===== src/rtl/dp_mbx_pkg.sv =====
package dp_mbx_pkg;
  localparam int NPORTS = 2;
  localparam int PORT_A = 0;
  localparam int PORT_B = 1;

  typedef struct packed {
    logic en;
    logic sem;
    logic wr;
    logic rd;
    logic busy;
  } mbx_ctl_t;
endpackage


===== src/rtl/mbx_rst_sync.sv =====
module mbx_rst_sync #(
  parameter int STAGES = 2
) (
  input  logic clk,
  input  logic rst_n,
  output logic srst_n
);
  logic [STAGES-1:0] sync_q;

  always_ff @(posedge clk or negedge rst_n) begin
    if (!rst_n) sync_q <= '0;
    else        sync_q <= {sync_q[STAGES-2:0], 1'b1};
  end

  assign srst_n = sync_q[STAGES-1];
endmodule


===== src/rtl/mbx_port_decode.sv =====
module mbx_port_decode
  import dp_mbx_pkg::*;
#(
  parameter int ADDR_W = 14,
  parameter logic [ADDR_W-1:0] OWN_BOX  = '1,
  parameter logic [ADDR_W-1:0] PEER_BOX = '1
) (
  input  mbx_ctl_t          ctl,
  input  logic [ADDR_W-1:0] addr,
  output logic              raise_peer,
  output logic              drop_own
);
  logic mem_ok;
  logic is_wr;
  logic is_rd;

  always_comb begin
    mem_ok     = ctl.en && !ctl.sem && !ctl.busy;
    is_wr      = ctl.wr;
    is_rd      = ctl.rd && !ctl.wr;
    raise_peer = mem_ok && is_wr && (addr == PEER_BOX);
    drop_own   = mem_ok && is_rd && (addr == OWN_BOX);
  end
endmodule


===== src/rtl/mbx_flag.sv =====
module mbx_flag (
  input  logic clk,
  input  logic srst_n,
  input  logic set_i,
  input  logic clr_i,
  output logic irq_n_o
);
  logic pend_q;
  logic pend_d;
  logic upd_en;

  always_comb begin
    upd_en = set_i || clr_i;
    pend_d = set_i ? 1'b1 : 1'b0;
  end

  always_ff @(posedge clk or negedge srst_n) begin
    if (!srst_n)     pend_q <= 1'b0;
    else if (upd_en) pend_q <= pend_d;
  end

  assign irq_n_o = !pend_q;

  p_set_wins_r8: assert property (@(posedge clk) disable iff (!srst_n)
    set_i |=> !irq_n_o);
  p_clear_r4: assert property (@(posedge clk) disable iff (!srst_n)
    (clr_i && !set_i) |=> irq_n_o);
  p_hold_r10: assert property (@(posedge clk) disable iff (!srst_n)
    (!set_i && !clr_i) |=> $stable(irq_n_o));
endmodule


===== src/rtl/dp_mbx_irq.sv =====
module dp_mbx_irq
  import dp_mbx_pkg::*;
#(
  parameter int ADDR_W = 14
) (
  input  logic              clk,
  input  logic              rst_n,
  input  logic              pa_en,
  input  logic              pa_sem,
  input  logic              pa_wr,
  input  logic              pa_rd,
  input  logic              pa_busy,
  input  logic [ADDR_W-1:0] pa_addr,
  input  logic              pb_en,
  input  logic              pb_sem,
  input  logic              pb_wr,
  input  logic              pb_rd,
  input  logic              pb_busy,
  input  logic [ADDR_W-1:0] pb_addr,
  output logic              pa_irq_n,
  output logic              pb_irq_n
);
  localparam logic [ADDR_W-1:0] BOX_B = {ADDR_W{1'b1}};
  localparam logic [ADDR_W-1:0] BOX_A = BOX_B - 1'b1;

  logic                    srst_n;
  mbx_ctl_t                ctl   [NPORTS];
  logic [ADDR_W-1:0]       addr  [NPORTS];
  logic [NPORTS-1:0]       raise;
  logic [NPORTS-1:0]       drop;
  logic [NPORTS-1:0]       irq_n;

  always_comb begin
    ctl[PORT_A]  = '{en: pa_en, sem: pa_sem, wr: pa_wr, rd: pa_rd, busy: pa_busy};
    ctl[PORT_B]  = '{en: pb_en, sem: pb_sem, wr: pb_wr, rd: pb_rd, busy: pb_busy};
    addr[PORT_A] = pa_addr;
    addr[PORT_B] = pb_addr;
  end

  mbx_rst_sync #(.STAGES(2)) u_rst (
    .clk    (clk),
    .rst_n  (rst_n),
    .srst_n (srst_n)
  );

  for (genvar i = 0; i < NPORTS; i++) begin : g_port
    localparam logic [ADDR_W-1:0] OWN  = (i == PORT_A) ? BOX_A : BOX_B;
    localparam logic [ADDR_W-1:0] PEER = (i == PORT_A) ? BOX_B : BOX_A;

    mbx_port_decode #(
      .ADDR_W   (ADDR_W),
      .OWN_BOX  (OWN),
      .PEER_BOX (PEER)
    ) u_dec (
      .ctl        (ctl[i]),
      .addr       (addr[i]),
      .raise_peer (raise[i]),
      .drop_own   (drop[i])
    );

    mbx_flag u_flag (
      .clk     (clk),
      .srst_n  (srst_n),
      .set_i   (raise[NPORTS-1-i]),
      .clr_i   (drop[i]),
      .irq_n_o (irq_n[i])
    );

    p_busy_gate_r6_r7: assert property (@(posedge clk) disable iff (!srst_n)
      ctl[i].busy |-> (!raise[i] && !drop[i]));
    p_sel_gate_r9: assert property (@(posedge clk) disable iff (!srst_n)
      (ctl[i].sem || !ctl[i].en) |-> (!raise[i] && !drop[i]));
    p_read_no_raise_r5: assert property (@(posedge clk) disable iff (!srst_n)
      !ctl[i].wr |-> !raise[i]);
  end

  assign pa_irq_n = irq_n[PORT_A];
  assign pb_irq_n = irq_n[PORT_B];

  p_reset_idle_r1: assert property (@(posedge clk)
    !srst_n |-> (pa_irq_n && pb_irq_n));
endmodule


===== config.mk =====
export PLATFORM = sky130hd
export DESIGN_NAME = dp_mbx_irq
export DESIGN_NICKNAME = d
export VERILOG_FILES = /design/src/rtl/dp_mbx_pkg.sv /design/src/rtl/mbx_rst_sync.sv /design/src/rtl/mbx_port_decode.sv /design/src/rtl/mbx_flag.sv /design/src/rtl/dp_mbx_irq.sv
export SDC_FILE = /design/constraint.sdc
export NUM_CORES = 1
export LEC_CHECK = 0
export CAP_MARGIN = 20
export CORE_AREA = 3 3 40 42
export DETAILED_ROUTE_END_ITERATION = 16
export DIE_AREA = 0 0 43 45
export DONT_BUFFER_PORTS = 1
export PLACE_DENSITY_LB_ADDON = 0.05
export SYNTH_ARGS = -nofsm -noshare
export SYNTH_HDL_FRONTEND = slang
export SYNTH_SLANG_ARGS = --single-unit

===== constraint.sdc =====
create_clock -name clk -period 0.8 [get_ports clk]
set_clock_uncertainty 0.1 [all_clocks]
set_input_delay 0.04 -clock clk [delete_from_list [all_inputs] [get_ports clk]]
set_output_delay 0.04 -clock clk [all_outputs]
set_load 0.01 [all_outputs]

==> impl_results.md, run 1 <==
* Ratio of final minimum period to clock period at 107%
* Net Sw Power at ~83 uW
* Area of the mapped netlist at 238 um^2
* Count of hold buffers inserted by post-cts repair at 1
* Switching share of power at 17.6%
* Buffer levels on the longest clock path at 2
* Final layout net count at 71
* Syn Nets at 63
* Area of the core at 1280 um^2
* Fraction of power consumed by the clock network at around half
* Number of DRC markers after the initial detailed-route iteration at 3
* Arrival time worst endpoint at 0.87 ns
* Count of endpoints failing hold in the final timing report at 6
* Instance count of the mapped netlist at 23
* Cell internal pwr at roughly 390 uW
* Clock transition at the registers of the reported paths at 0.04 ns
* Portion of the post-synthesis area used by sequential elements at a little over two fifths
* Wire length of the first global-routing pass at between 900 and 1000 um
* Class of the tightest hold or removal check: in2reg
* Number of top-level pins at between 40 and 50
* Post-CTS Setup Repair Bufs at 0
* Fill cell count at 145
* RSZ-0062 raised after global routing: yes
* CTS Buf Count at 3
* CTS tree: built
* Sort of element at the end of the critical path: flop
* Cell type with the largest total area after synthesis: sky130_fd_sc_hd__dfrtp_1
* Max-slew violation total from the final report at 0
* Nature of the critical path startpoint: primary input
* Last weighted congestion value of the routability-driven placer at 0.623
* Final instance area at 304 um^2
* Wire length per cell after detailed routing at between 15 and 20 um
* Category of the critical setup timing path: in2reg
* Final core utilization at 23.7%
* Starting density of the core at 18.5%
* Global router's overall resource usage at 7.11%
* Vias in the first global route at between 200 and 300
* Storage element area at 100 um^2
* Crit path time final at about 0.85 ns
* Synth top area share at between 40% and 50%
* Overall die height at roughly 45 um
* Total DRC errors in the routed layout at 0
* Combinational group share of total power at 4.5%
* Clock latency at the later pin of the worst-skew pair at 0.23 ns
* Count of state elements after synthesis at 4
* Depth of the CTS H-tree at 1
* Dpl cell area at 272 um^2
* Leading cell type in the layout, fill and taps excluded: sky130_fd_sc_hd__nand4_1
* Area of the multi-input gates at approximately 130 um^2
* Highest clock rate at 1170 MHz
* Antenna violations before repair at 0
* Final global-route overflow total at 0
* Total Die Area at 1940 um^2
* Setup violators final at 4
* Number of warnings issued by yosys at 0
* Number of cell rows at 13
* Run status: finished with violations
* Post-DR vias/cell at 5.48
* Total via count after detailed routing at 241
* Worst IR drop on VDD at 0.593 mV
* Maximum Capacitance Violations at 0
* Antenna diode count at 0
* Top post-synthesis cells by area: sky130_fd_sc_hd__dfrtp_1 42%, sky130_fd_sc_hd__nand4_1 16%, sky130_fd_sc_hd__nor4_2 11%
* Top library cells by usage in the layout, fill and taps aside: 6 x sky130_fd_sc_hd__nand4_1, 4 x sky130_fd_sc_hd__dfrtp_1, 3 x sky130_fd_sc_hd__clkbuf_4
* Violated checks: negative hold slack, negative setup slack
* Area grow syn2layout at 27.9%
* Power share of the sequential group at 44.7%
* Maximum number of pins on one net before global-route repair at 3
* CTS sink count at 4
* Number of different library cells in the post-synthesis netlist at 10
* Minimum setup slack in the final design at -0.0529 ns
* Leakage component of the power at 0.000104 uW
* Antenna-violating nets left at 0
* Tightest hold margin at -0.126 ns
* Wire length reported by the detailed router at roughly 740 um
* Required time of the critical path at 0.81 ns
* Average cell area after synthesis at 10.3 um^2
* Buffer type at the clock tree root: sky130_fd_sc_hd__clkbuf_4
* Fraction of final layout cells with drive strength greater than 1 at 31.0%
* Count of input and output buffers at 0
* Critical path peak fanout at 2
* Drt pass-1 iters at 3
* Horizontal die dimension at 43 um
* Cell Pwr Density at 1550 nW/um^2
[final timing paths]
| path | to | cells after the start | slack, ns | startpoint |
|---|---|---|---|---|
| max | g_port[1].u_flag.pend_q | 4 | -0.05 | pb_addr[6] |
| min | g_port[0].u_flag.pend_q | 1 | -0.13 | pb_wr |
| max reg2reg | g_port[1].u_flag.pend_q | 1 | -0.01 | g_port[1].u_flag.pend_q |
| min reg2reg | g_port[0].u_flag.pend_q | 0 | -0.08 | u_rst.sync_q[1] |
| max in group asynchronous | u_rst.sync_q[1] | 1 | 0.54 | rst_n |
| min in group asynchronous | g_port[0].u_flag.pend_q | 0 | -0.08 | u_rst.sync_q[1] |
[final cells by class]
| cell class | instances | share of cell area (%) |
|---|---|---|
| inverters | 3 | 3.70 |
| clock buffers | 3 | 7.41 |
| well taps | 15 | 6.17 |
| repair buffers | 3 | 8.23 |
| flip-flops and latches | 4 | 32.9 |
| multi-input cells | 16 | 41.6 |
[worst max-delay path, cell delays in order]
cell,delay (ns)
sky130_fd_sc_hd__nand4_1,0.10
sky130_fd_sc_hd__nor4_2,0.34
sky130_fd_sc_hd__nand4b_1,0.16
sky130_fd_sc_hd__a32o_1,0.23
[what timing repair did]
action                     in CTS  in global routing
setup endpoints to repair       4                  4
pin swaps                       0                  2
hold endpoints to repair        6                  6
gates resized for setup         2                  0
[routing by layer]
layer / global-route usage [%] / vias up / routed length (um)
li1: - / 105 / -
met1: 3.66 / 112 / 161
met2: 13.8 / 24 / 443
met3: 4.78 / 0 / 132
met4: 7.23 / 0 / 0
met5: 0 / - / 0
[through the flow]
step / setup slack (ns) / TNS [ns] / hold WS (ns) / total power (uW) / instances
2_1_floorplan: -0.163 / -0.310 / -0.356 / 228 / 23
3_3_place_gp: -0.262 / -0.501 / -0.356 / 229 / 40
3_5_place_dp: -0.328 / -0.597 / -0.356 / 230 / 40
4_1_cts: -0.0865 / -0.190 / -0.134 / 492 / 44
5_1_grt: -0.114 / -0.315 / -0.145 / 523 / 44
6_report: -0.0529 / -0.0966 / -0.126 / 472 / 44
[cells in the mapped netlist]
| library cell | number |
|---|---|
| sky130_fd_sc_hd__nand4b_1 | 1 |
| sky130_fd_sc_hd__a32o_1 | 2 |
| sky130_fd_sc_hd__nor2_1 | 1 |
| sky130_fd_sc_hd__nand4bb_1 | 2 |
| sky130_fd_sc_hd__nor4_2 | 2 |
| sky130_fd_sc_hd__nand4_1 | 6 |
| sky130_fd_sc_hd__inv_1 | 3 |
| sky130_fd_sc_hd__nand3_1 | 1 |
| sky130_fd_sc_hd__dfrtp_1 | 4 |
| sky130_fd_sc_hd__conb_1 | 1 |
[cells by family after synthesis]
group                  Yosys count  synth area share [%]
AO/OA/AOI/OAI                    2                  8.42
buffers and inverters            3                  4.74
flip-flops                       4                  42.1
other                            1                  1.58
AND/OR/NAND/NOR                 13                  43.2
[sequential cells by signal, indices dropped and copies added, names as in the netlist]
signal,count
u_rst.sync_q,2
g_port.u_flag.pend_q,2
[power by group through the flow]
| stage | clock network, uW | registers, uW | logic (uW) |
|---|---|---|---|
| after global placement | 0 | 214 | 15.6 |
| final | 240 | 211 | 21.4 |
| after detailed placement | 0 | 214 | 16.6 |
| after global routing | 288 | 211 | 23.3 |
| after floorplan | 0 | 213 | 15.1 |
| after CTS | 259 | 211 | 21.7 |
No activity file was read; power rests on OpenSTA's default activity.
==> run 2, diff against run 1 <==
Settings changed: REMOVE_ABC_BUFFERS from default to 1.
==> run 2 against run 1 <==
  * The run still ends with negative hold slack, negative setup slack left
  * Sequential power about the same
  * Sequential cell count unchanged
  * Non-clock buffer count decreased by 1
  * Via count decreased by 6.2%
  * Hold slack got worse by 0.0043 ns
  * First-iteration DRC count decreased by 67%
  * Largest power group unchanged
  * Final cell count decreased by 2.3%
  * Global-route usage decreased by 0.17 points
==> impl_results.md, run 2 (synthesis gave the netlist of run 1 again) <==
* Total power draw at 483 uW
* Number of DRC markers after the initial detailed-route iteration at 1
* Flop-to-flop setup slack at -0.01 ns
* Final global-route overflow total at 0
* Number of cell rows at 13
* Crit path max-delay cell type: sky130_fd_sc_hd__dfrtp_1
* Count of input and output buffers at 0
* Worst path top cell family by delay: flip-flops
* Total via count after detailed routing at 226
* Critical-path cell list: inv_2
* Number of top-level pins at 42
* Maximum number of pins on one net before global-route repair at 3
* Overall die height at 45 um
* Nature of the critical path startpoint: flop
* Area of the core at 1280 um^2
* CTS sink count at 4
* Max-slew violation total from the final report at 0
* Antenna violations before repair at 0
* Largest registers: g_port.u_flag.pend_q x2, u_rst.sync_q x2
* Critical path peak fanout at 2
* Global router's overall resource usage at 6.94%
* FF-to-FF Start: g_port[0].u_flag.pend_q
* Capture point of the worst reg-to-reg path: g_port[0].u_flag.pend_q
* Buffer levels on the longest clock path at 2
* Final core utilization at 23.8%
* Run status: finished with violations
* Total Die Area at just under 2000 um^2
* Violated checks: negative hold slack, negative setup slack
* Class of the tightest hold or removal check: in2reg
* Count of buffering cells on the critical path with inverters included at 1
* Wire length of the first global-routing pass at 917 um
* Depth of the CTS H-tree at 1
* Cell Pwr Density at 1580 nW/um^2
* Crit path time final at between 0.8 and 0.9 ns
* Vias in the first global route at 243
* Tightest hold margin at -0.130 ns
* Ratio of final minimum period to clock period at 104%
* Buffer type at the clock tree root: sky130_fd_sc_hd__clkbuf_4
* Last weighted congestion value of the routability-driven placer at 0.781
* Sum of negative setup slack at -0.0937 ns
* Area grow syn2layout at 28.4%
* Category of the critical setup timing path: reg2out
* Critical path capture point: pa_irq_n
* Worst IR drop on VDD at 0.829 mV
* Cell depth of the worst setup path at 1
* Drt pass-1 iters at 2
* RSZ-0062 raised after global routing: yes
* Starting density of the core at 18.5%
* Critical path's largest stage delay at 0.38 ns
* Clock latency at the later pin of the worst-skew pair at 0.24 ns
* Count of hold buffers inserted by post-cts repair at 1
* Wire length per cell after detailed routing at between 15 and 20 um
* Required time of the critical path at 0.66 ns
* Post-CTS Setup Repair Bufs at 0
* Fraction of final layout cells with drive strength greater than 1 at between 20% and 30%
* Antenna-violating nets left at 0
* Antenna diode count at 0
* Origin of the worst setup path: g_port[0].u_flag.pend_q
* Count of endpoints failing hold in the final timing report at 6
* CTS tree: built
* Horizontal die dimension at about 43 um
* Arrival time worst endpoint at 0.69 ns
* Number of placed cells counting well taps at 39
* Fill cell count at 150
* Leading cell type in the layout, fill and taps excluded: sky130_fd_sc_hd__nand4_1
* Minimum setup slack in the final design at -0.0337 ns
* CTS Buf Count at 3
* Sort of element at the end of the critical path: output port
* Wire length reported by the detailed router at 681 um
* Filler-free cell count of the finished design at between 40 and 50
* Total DRC errors in the routed layout at 0
* R2R cell count at 1
* Final layout net count at 70
* Setup violators final at 4
* Leakage component of the power at 0.000111 uW
* Post-DR vias/cell at 5.26
* Top library cells by usage in the layout, fill and taps aside: 6 x sky130_fd_sc_hd__nand4_1, 4 x sky130_fd_sc_hd__dfrtp_1, 3 x sky130_fd_sc_hd__clkbuf_4
* Clock transition at the registers of the reported paths at roughly 0.040 ns
* Maximum Capacitance Violations at 0
* Highest clock rate at 1200 MHz
-- run 2: changes by cell type in the layout (fill, tap and decap cells not counted) --
| cell | delta |
|---|---|
| sky130_fd_sc_hd__nor4_4 | +1 |
| sky130_fd_sc_hd__nor4_2 | -1 |
| sky130_fd_sc_hd__buf_4 | -1 |
-- run 2: worst min-delay path by stage --
stage / startpoint / end / slack (ns) / cells after the start
2_1_floorplan: rst_n / u_rst.sync_q[0] / -0.36 / 0
3_3_place_gp: rst_n / u_rst.sync_q[0] / -0.36 / 0
5_1_grt: pb_wr / g_port[0].u_flag.pend_q / -0.14 / 1
3_5_place_dp: rst_n / u_rst.sync_q[0] / -0.36 / 0
4_1_cts: pb_wr / g_port[0].u_flag.pend_q / -0.13 / 1
6_report: pb_wr / g_port[0].u_flag.pend_q / -0.13 / 1
-- run 2: layout make-up --
type                            instances  area [um^2]  area share [%]
Inverter                                3         11.3            3.69
Multi-Input combinational cell         16          135            44.3
Clock buffer                            3         22.5            7.38
Timing Repair Buffer                    2         17.5            5.74
Sequential cell                         4          100            32.8
Tap cell                               15         18.8            6.15
-- run 2: timing repair --
item,in CTS,in global routing
endpoints found under the setup margin,4,4
pin swaps,2,1
resized for setup,3,0
endpoints found under the hold margin,6,6
-- run 2: where the power goes --
group,switching [uW],leakage (uW),total [uW],internal (uW)
Clock,81.3,0.0000138,249,168
Combinational,9.66,0.0000462,23.0,13.4
Sequential,2.18,0.0000513,211,209
-- run 2: routing by layer --
metal | wire length (um) | global-route usage (%)
met5 | 0 | 0
met2 | 334 | 9.88
met1 | 198 | 6.10
met4 | 0 | 1.81
met3 | 147 | 8.76
-- run 2: through the flow --
step / worst slack, ns / instance area (um^2)
6_report: -0.0337 / 305
4_1_cts: -0.0414 / 305
2_1_floorplan: -0.212 / 238
3_3_place_gp: -0.321 / 264
3_5_place_dp: -0.342 / 264
5_1_grt: -0.115 / 305
